[src/rtl/dma_chain_gen.sv]
module dma_chain_gen #(
  parameter int ADDR_W     = 32,
  parameter int LEN_W      = 20,
  parameter int PAGE_BYTES = 4096,
  parameter int MAX_DESC   = 20,
  localparam int PB = $clog2(PAGE_BYTES),
  localparam int CW = PB + 1
) (
  input  logic              clk,
  input  logic              rst_n,
  input  logic              start_i,
  input  logic [ADDR_W-1:0] addr_i,
  input  logic [LEN_W-1:0]  len_i,
  input  logic              rd_i,
  input  logic              desc_ready_i,
  output logic              desc_valid_o,
  output logic [2:0]        desc_cmd_o,
  output logic [CW-1:0]     desc_count_o,
  output logic [ADDR_W-1:0] desc_addr_o,
  output logic [5:0]        desc_flags_o,
  output logic              done_o,
  output logic              err_o
);
  localparam logic [LEN_W-1:0] PAGE_L  = LEN_W'(PAGE_BYTES);
  localparam logic [LEN_W:0]   PAGE_M1 = (LEN_W+1)'(PAGE_BYTES - 1);
  localparam logic [2:0]       CMD_STOP = 3'd7;

  logic              busy, stop_ph, rd_q;
  logic [ADDR_W-1:0] cur;
  logic [LEN_W-1:0]  rem;

  // Current descriptor, derived from the walk state
  wire [PB-1:0]    off       = cur[PB-1:0];
  wire [LEN_W-1:0] rest      = PAGE_L - LEN_W'(off);
  wire             head      = (off != '0) && (rem > rest);
  wire             full      = !head && (rem > PAGE_L);
  wire             is_last   = !head && !full;
  wire [LEN_W-1:0] cnt_l     = head ? rest : (full ? PAGE_L : rem);

  assign desc_valid_o = busy;
  assign desc_cmd_o   = stop_ph ? CMD_STOP : {1'b0, rd_q, is_last};
  assign desc_count_o = stop_ph ? '0 : cnt_l[CW-1:0];
  assign desc_addr_o  = stop_ph ? '0 : cur;
  assign desc_flags_o = 6'b00_00_00;

  // Slot count for an incoming request: head + data pages + stop
  wire [PB-1:0]    s_off  = addr_i[PB-1:0];
  wire [LEN_W-1:0] s_rest = PAGE_L - LEN_W'(s_off);
  wire             s_head = (s_off != '0) && (len_i > s_rest);
  wire [LEN_W-1:0] s_rem  = s_head ? len_i - s_rest : len_i;
  wire [LEN_W:0]   s_pg   = ({1'b0, s_rem} + PAGE_M1) >> PB;
  wire [LEN_W:0]   s_data = (s_rem == '0) ? (LEN_W+1)'(1) : s_pg;
  wire [LEN_W+1:0] s_need = {1'b0, s_data} + (LEN_W+2)'(s_head) + (LEN_W+2)'(1);
  wire             s_ovf  = s_need > (LEN_W+2)'(MAX_DESC);

  always_ff @(posedge clk or negedge rst_n) begin
    if (!rst_n) begin
      busy <= 1'b0; stop_ph <= 1'b0; rd_q <= 1'b0;
      cur <= '0; rem <= '0; done_o <= 1'b0; err_o <= 1'b0;
    end else begin
      done_o <= 1'b0;
      if (!busy) begin
        if (start_i) begin
          if (s_ovf) begin
            err_o  <= 1'b1;
            done_o <= 1'b1;
          end else begin
            err_o   <= 1'b0;
            busy    <= 1'b1;
            stop_ph <= 1'b0;
            cur     <= addr_i;
            rem     <= len_i;
            rd_q    <= rd_i;
          end
        end
      end else if (desc_ready_i) begin
        if (stop_ph) begin
          busy   <= 1'b0;
          done_o <= 1'b1;
        end else if (is_last) begin
          stop_ph <= 1'b1;
        end else begin
          cur <= cur + ADDR_W'(cnt_l);
          rem <= rem - cnt_l;
        end
      end
    end
  end

  assert_hold_R9: assert property (@(posedge clk) disable iff (!rst_n)
    desc_valid_o && !desc_ready_i |=> desc_valid_o && $stable(desc_cmd_o)
      && $stable(desc_count_o) && $stable(desc_addr_o));

  assert_in_page_R4: assert property (@(posedge clk) disable iff (!rst_n)
    desc_valid_o && desc_cmd_o != CMD_STOP |->
      (CW+1)'(desc_addr_o[PB-1:0]) + (CW+1)'(desc_count_o) <= (CW+1)'(PAGE_BYTES));

  assert_done_pulse_R10: assert property (@(posedge clk) disable iff (!rst_n)
    done_o |=> !done_o);

  assert_done_after_stop_R10: assert property (@(posedge clk) disable iff (!rst_n)
    desc_valid_o && desc_ready_i && desc_cmd_o == CMD_STOP |=> done_o && !desc_valid_o);

  assert_no_emit_on_err_R11: assert property (@(posedge clk) disable iff (!rst_n)
    desc_valid_o |-> !err_o);

  assert_stop_after_last_R7: assert property (@(posedge clk) disable iff (!rst_n)
    desc_valid_o && desc_ready_i && desc_cmd_o[0] && desc_cmd_o != CMD_STOP
      |=> desc_valid_o && desc_cmd_o == CMD_STOP);
endmodule

[config.mk]
export PLATFORM = sky130hd
export DESIGN_NAME = dma_chain_gen
export DESIGN_NICKNAME = d
export VERILOG_FILES = /design/src/rtl/dma_chain_gen.sv
export SDC_FILE = /design/constraint.sdc
export NUM_CORES = 1
export LEC_CHECK = 0
export BUFFER_PORTS_ARGS = -buffer_cell sky130_fd_sc_hd__buf_4
export CAP_MARGIN = 20
export CORE_UTILIZATION = 46
export DETAILED_ROUTE_END_ITERATION = 8
export PLACE_DENSITY_LB_ADDON = 0.25
export SETUP_SLACK_MARGIN = 0.3
export SLEW_MARGIN = 20
export SYNTH_ARGS = -nofsm -noshare
export SYNTH_HDL_FRONTEND = slang
export SYNTH_SLANG_ARGS = --single-unit
[constraint.sdc]
create_clock -name clk -period 8.92 [get_ports clk]
set_clock_uncertainty 0.05 [all_clocks]
set_input_delay 0.446 -clock clk [delete_from_list [all_inputs] [get_ports clk]]
set_output_delay 0.446 -clock clk [all_outputs]
set_load 0.005 [all_outputs]
==> impl_results.md <==
* EDFF count, synth at 0
* GPL Wtd Cong at 0.968
* CTS resizes at 0
* PwrDens at 355 nW/µm²
* Static Leakage at 3.92 nW
* Relative slew slack at a little under two fifths
* Max-cap violations at 0
* Post-synth top area share at about a fifth
* # diodes at 0
* Predominant post-synthesis flop cell: dfrtp_1
* Critical Path Max Stage Delay at 810 ps
* Post-synthesis register bit count at 57
* First-pass GRT wire length at 34900 µm
* CTS tree: done
* Synth warn at 0
* Crit path time final at 7660 ps
* Sequential share of the synthesized area at around a fifth
* Hold WC Path Type: input port to async pin
* Global-route usage over all layers at 26.8%
* Initial antenna violation count at 0
* H-tree levels at 3
* Via count at 7358
* Mean routed wirelength per cell at 17.9 µm
* RSZ-0062 raised after global routing: no
* DRT Wirelength at approximately 22000 µm
* DIE WIDTH at roughly 130 µm
* Max VDD drop at 0.000121 V
* Starting Density at 46.9%
* Root Buffer: clkbuf_16
* Clock Tree Buf Depth at 2
* F_max at about 130 MHz
* Post-DP HPWL at 17000 µm
* Slew @ Worst Pin at 933 ps
* Yosys cell types at between 80 and 90
* Setup TNS at 0 ps
* CP Launch Type: flop
* Post-synth top area cell: dfrtp_1
* Port Buffers at 107
* Average via count per standard cell at 5.99
* Endpoints failing hold at 0
* Clk sinks at between 50 and 60
* Final Non-Filler Cells at 1229
* Reg-to-reg startpoint: cur[4]
* Placed Instances at 1213
* Layout cells sized above 1 at around 18%
* Async set-reset flop share out of synthesis at 100%
* Crit path capture type: flop
* Class of the most critical setup path: flop to flop
* R2R cell count at 27
* Max FO, Critical Path at 12
* Post-CTS setup buffers at 0
* Ranking of synthesized cells by area: dfrtp_1 (19%), ha_1 (12%), a21oi_1 (4.2%)
* Crit path DAT at 7880 ps
* Area growth, synth to finish at 16.6%
* Mapped Cells at 911
* Flop2flop setup slack at between 1000 and 1500 ps
* CP max stage cell: a221oi_2
* Final setup viols at 0
* Vias in the first global route at about 7000
* Worst-path clk slew at ~60 ps
* Crit. Startpoint: cur[4]
* Die area at 16600 µm²
* Routed Antenna Nets at 0
* Total core area at 15800 µm²
* I/O pin total at 114
* Die Height at 129 µm
* Clock latency at the later pin of the worst-skew pair at 330 ps
* Largest net degree at the start of global routing at 61
* Hold_buf cts at 0
* Period utilisation layout at 85.9%
* Max Slew Vio Count at 0
* Cts bufs inserted at 9
* Starting DRT DRC Count at around 540
* Gr ovfl total at 0
* Pre-Repair DR Iteration Count at 5
* Drt drc at 0
* Mapped Area at 7420 µm²
* Cell Rows at 46
* Final core occ at approximately 55%
* Status: finished, final reports clean
* Nets at 1137
* Critical path data required time at between 9000 and 10000 ps
* Mean Syn Cell Area at 8.14 µm²
[flip-flops by register name, summed over array words and instances (netlist names)]
| register | count |
|---|---|
| cur | 32 |
| rd_q | 1 |
| err_o | 1 |
| done_o | 1 |
| rem | 20 |
| stop_ph | 1 |
| desc_valid_o | 1 |
[worst paths after layout]
kind / end
hold / removal: cur[13]
max in group asynchronous: desc_valid_o
hold reg to reg: rd_q
min in group clk: cur[24]
setup reg to reg: cur[29]
setup / recovery: cur[29]
[metrics by stage]
step | total power, W | hold slack [ps] | instance area (µm²) | setup slack [ps]
2_1_floorplan | 0.00212 | 100 | 7480 | 2210
3_3_place_gp | 0.00269 | 434 | 8370 | 1290
3_5_place_dp | 0.00270 | 436 | 8370 | 1090
4_1_cts | 0.00305 | 172 | 8650 | 1320
5_1_grt | 0.00334 | 194 | 8650 | 833
6_report | 0.00307 | 127 | 8650 | 1260
[layer usage]
metal  routed length [µm]  vias up  GRT usage, %
met5                    0        -             0
met3                 1450       42          2.62
met4                  692        0          11.0
met2                 9880      303          43.1
met1                 9980     3452          36.9
li1                     -     3561             -
[power breakdown]
part,internal [W],switching [W],leakage (nW)
Clock,0.000194,0.000128,0.135
Combinational,0.00102,0.00113,3.13
Sequential,0.000386,0.000211,0.661
Total,0.00160,0.00147,3.92
[cell type report]
| cell class | count | area (µm²) |
|---|---|---|
| Multi-Input combinational cell | 774 | 5640 |
| Tap cell | 216 | 270 |
| Inverter | 56 | 210 |
| Timing Repair Buffer | 110 | 826 |
| Sequential cell | 57 | 1430 |
| Clock buffer | 11 | 243 |
| Fill cell | 1519 | 7180 |
| Clock inverter | 5 | 31.3 |
[synth_stat cells, drive strengths merged, types with 4 or more instances]
library cell,count
nor3,23
nor2,57
nor4b,5
o221a,5
o211ai,8
dfrtp,57
a211oi,7
a21boi,4
nand4,12
ha,69
or4,7
xor2,27
a221o,4
inv,56
a22oi,9
a31oi,7
clkbuf,26
a21o,24
nor4,35
buf,15
o22ai,4
o31ai,5
o21a,11
and4,4
xnor2,32
nand2,54
and2,9
mux2,40
or3,14
nand3,23
nand2b,10
and3,8
a21oi,63
o21ai,40
nor2b,41
or2,13
o2111ai,5
mux2i,24
[worst max-delay path: cells and delay by family (launching register included)]
kind | cells | cell delay [ps]
flip-flops | 1 | 450
AND/OR/NAND/NOR | 9 | 2230
adder cells (fa/ha/maj) | 2 | 540
AO/OA/AOI/OAI | 13 | 3790
buffers and inverters | 2 | 290
XOR/XNOR | 1 | 250
[cell families after synthesis]
group	share of synthesized area, %
simple gates	24.3
compound gates	21.8
buf+inv	5.82
fa+ha+maj	12.4
mux	9.31
xor+xnor	6.96
flops	19.2
other cells	0.101
[layout by cell type (no fill, tap or decap), drive strengths merged, types with 24 or more instances in the layout]
cell	Yosys	layout
dfrtp	57	57
a21oi	63	63
o21ai	40	40
inv	56	56
ha	69	69
nor4	35	35
xnor2	32	32
nand2	54	54
mux2i	24	24
buf	15	110
nor2	57	57
a21o	24	24
nor2b	41	41
mux2	40	40
xor2	27	27
Power figures use the tool's default switching activity.
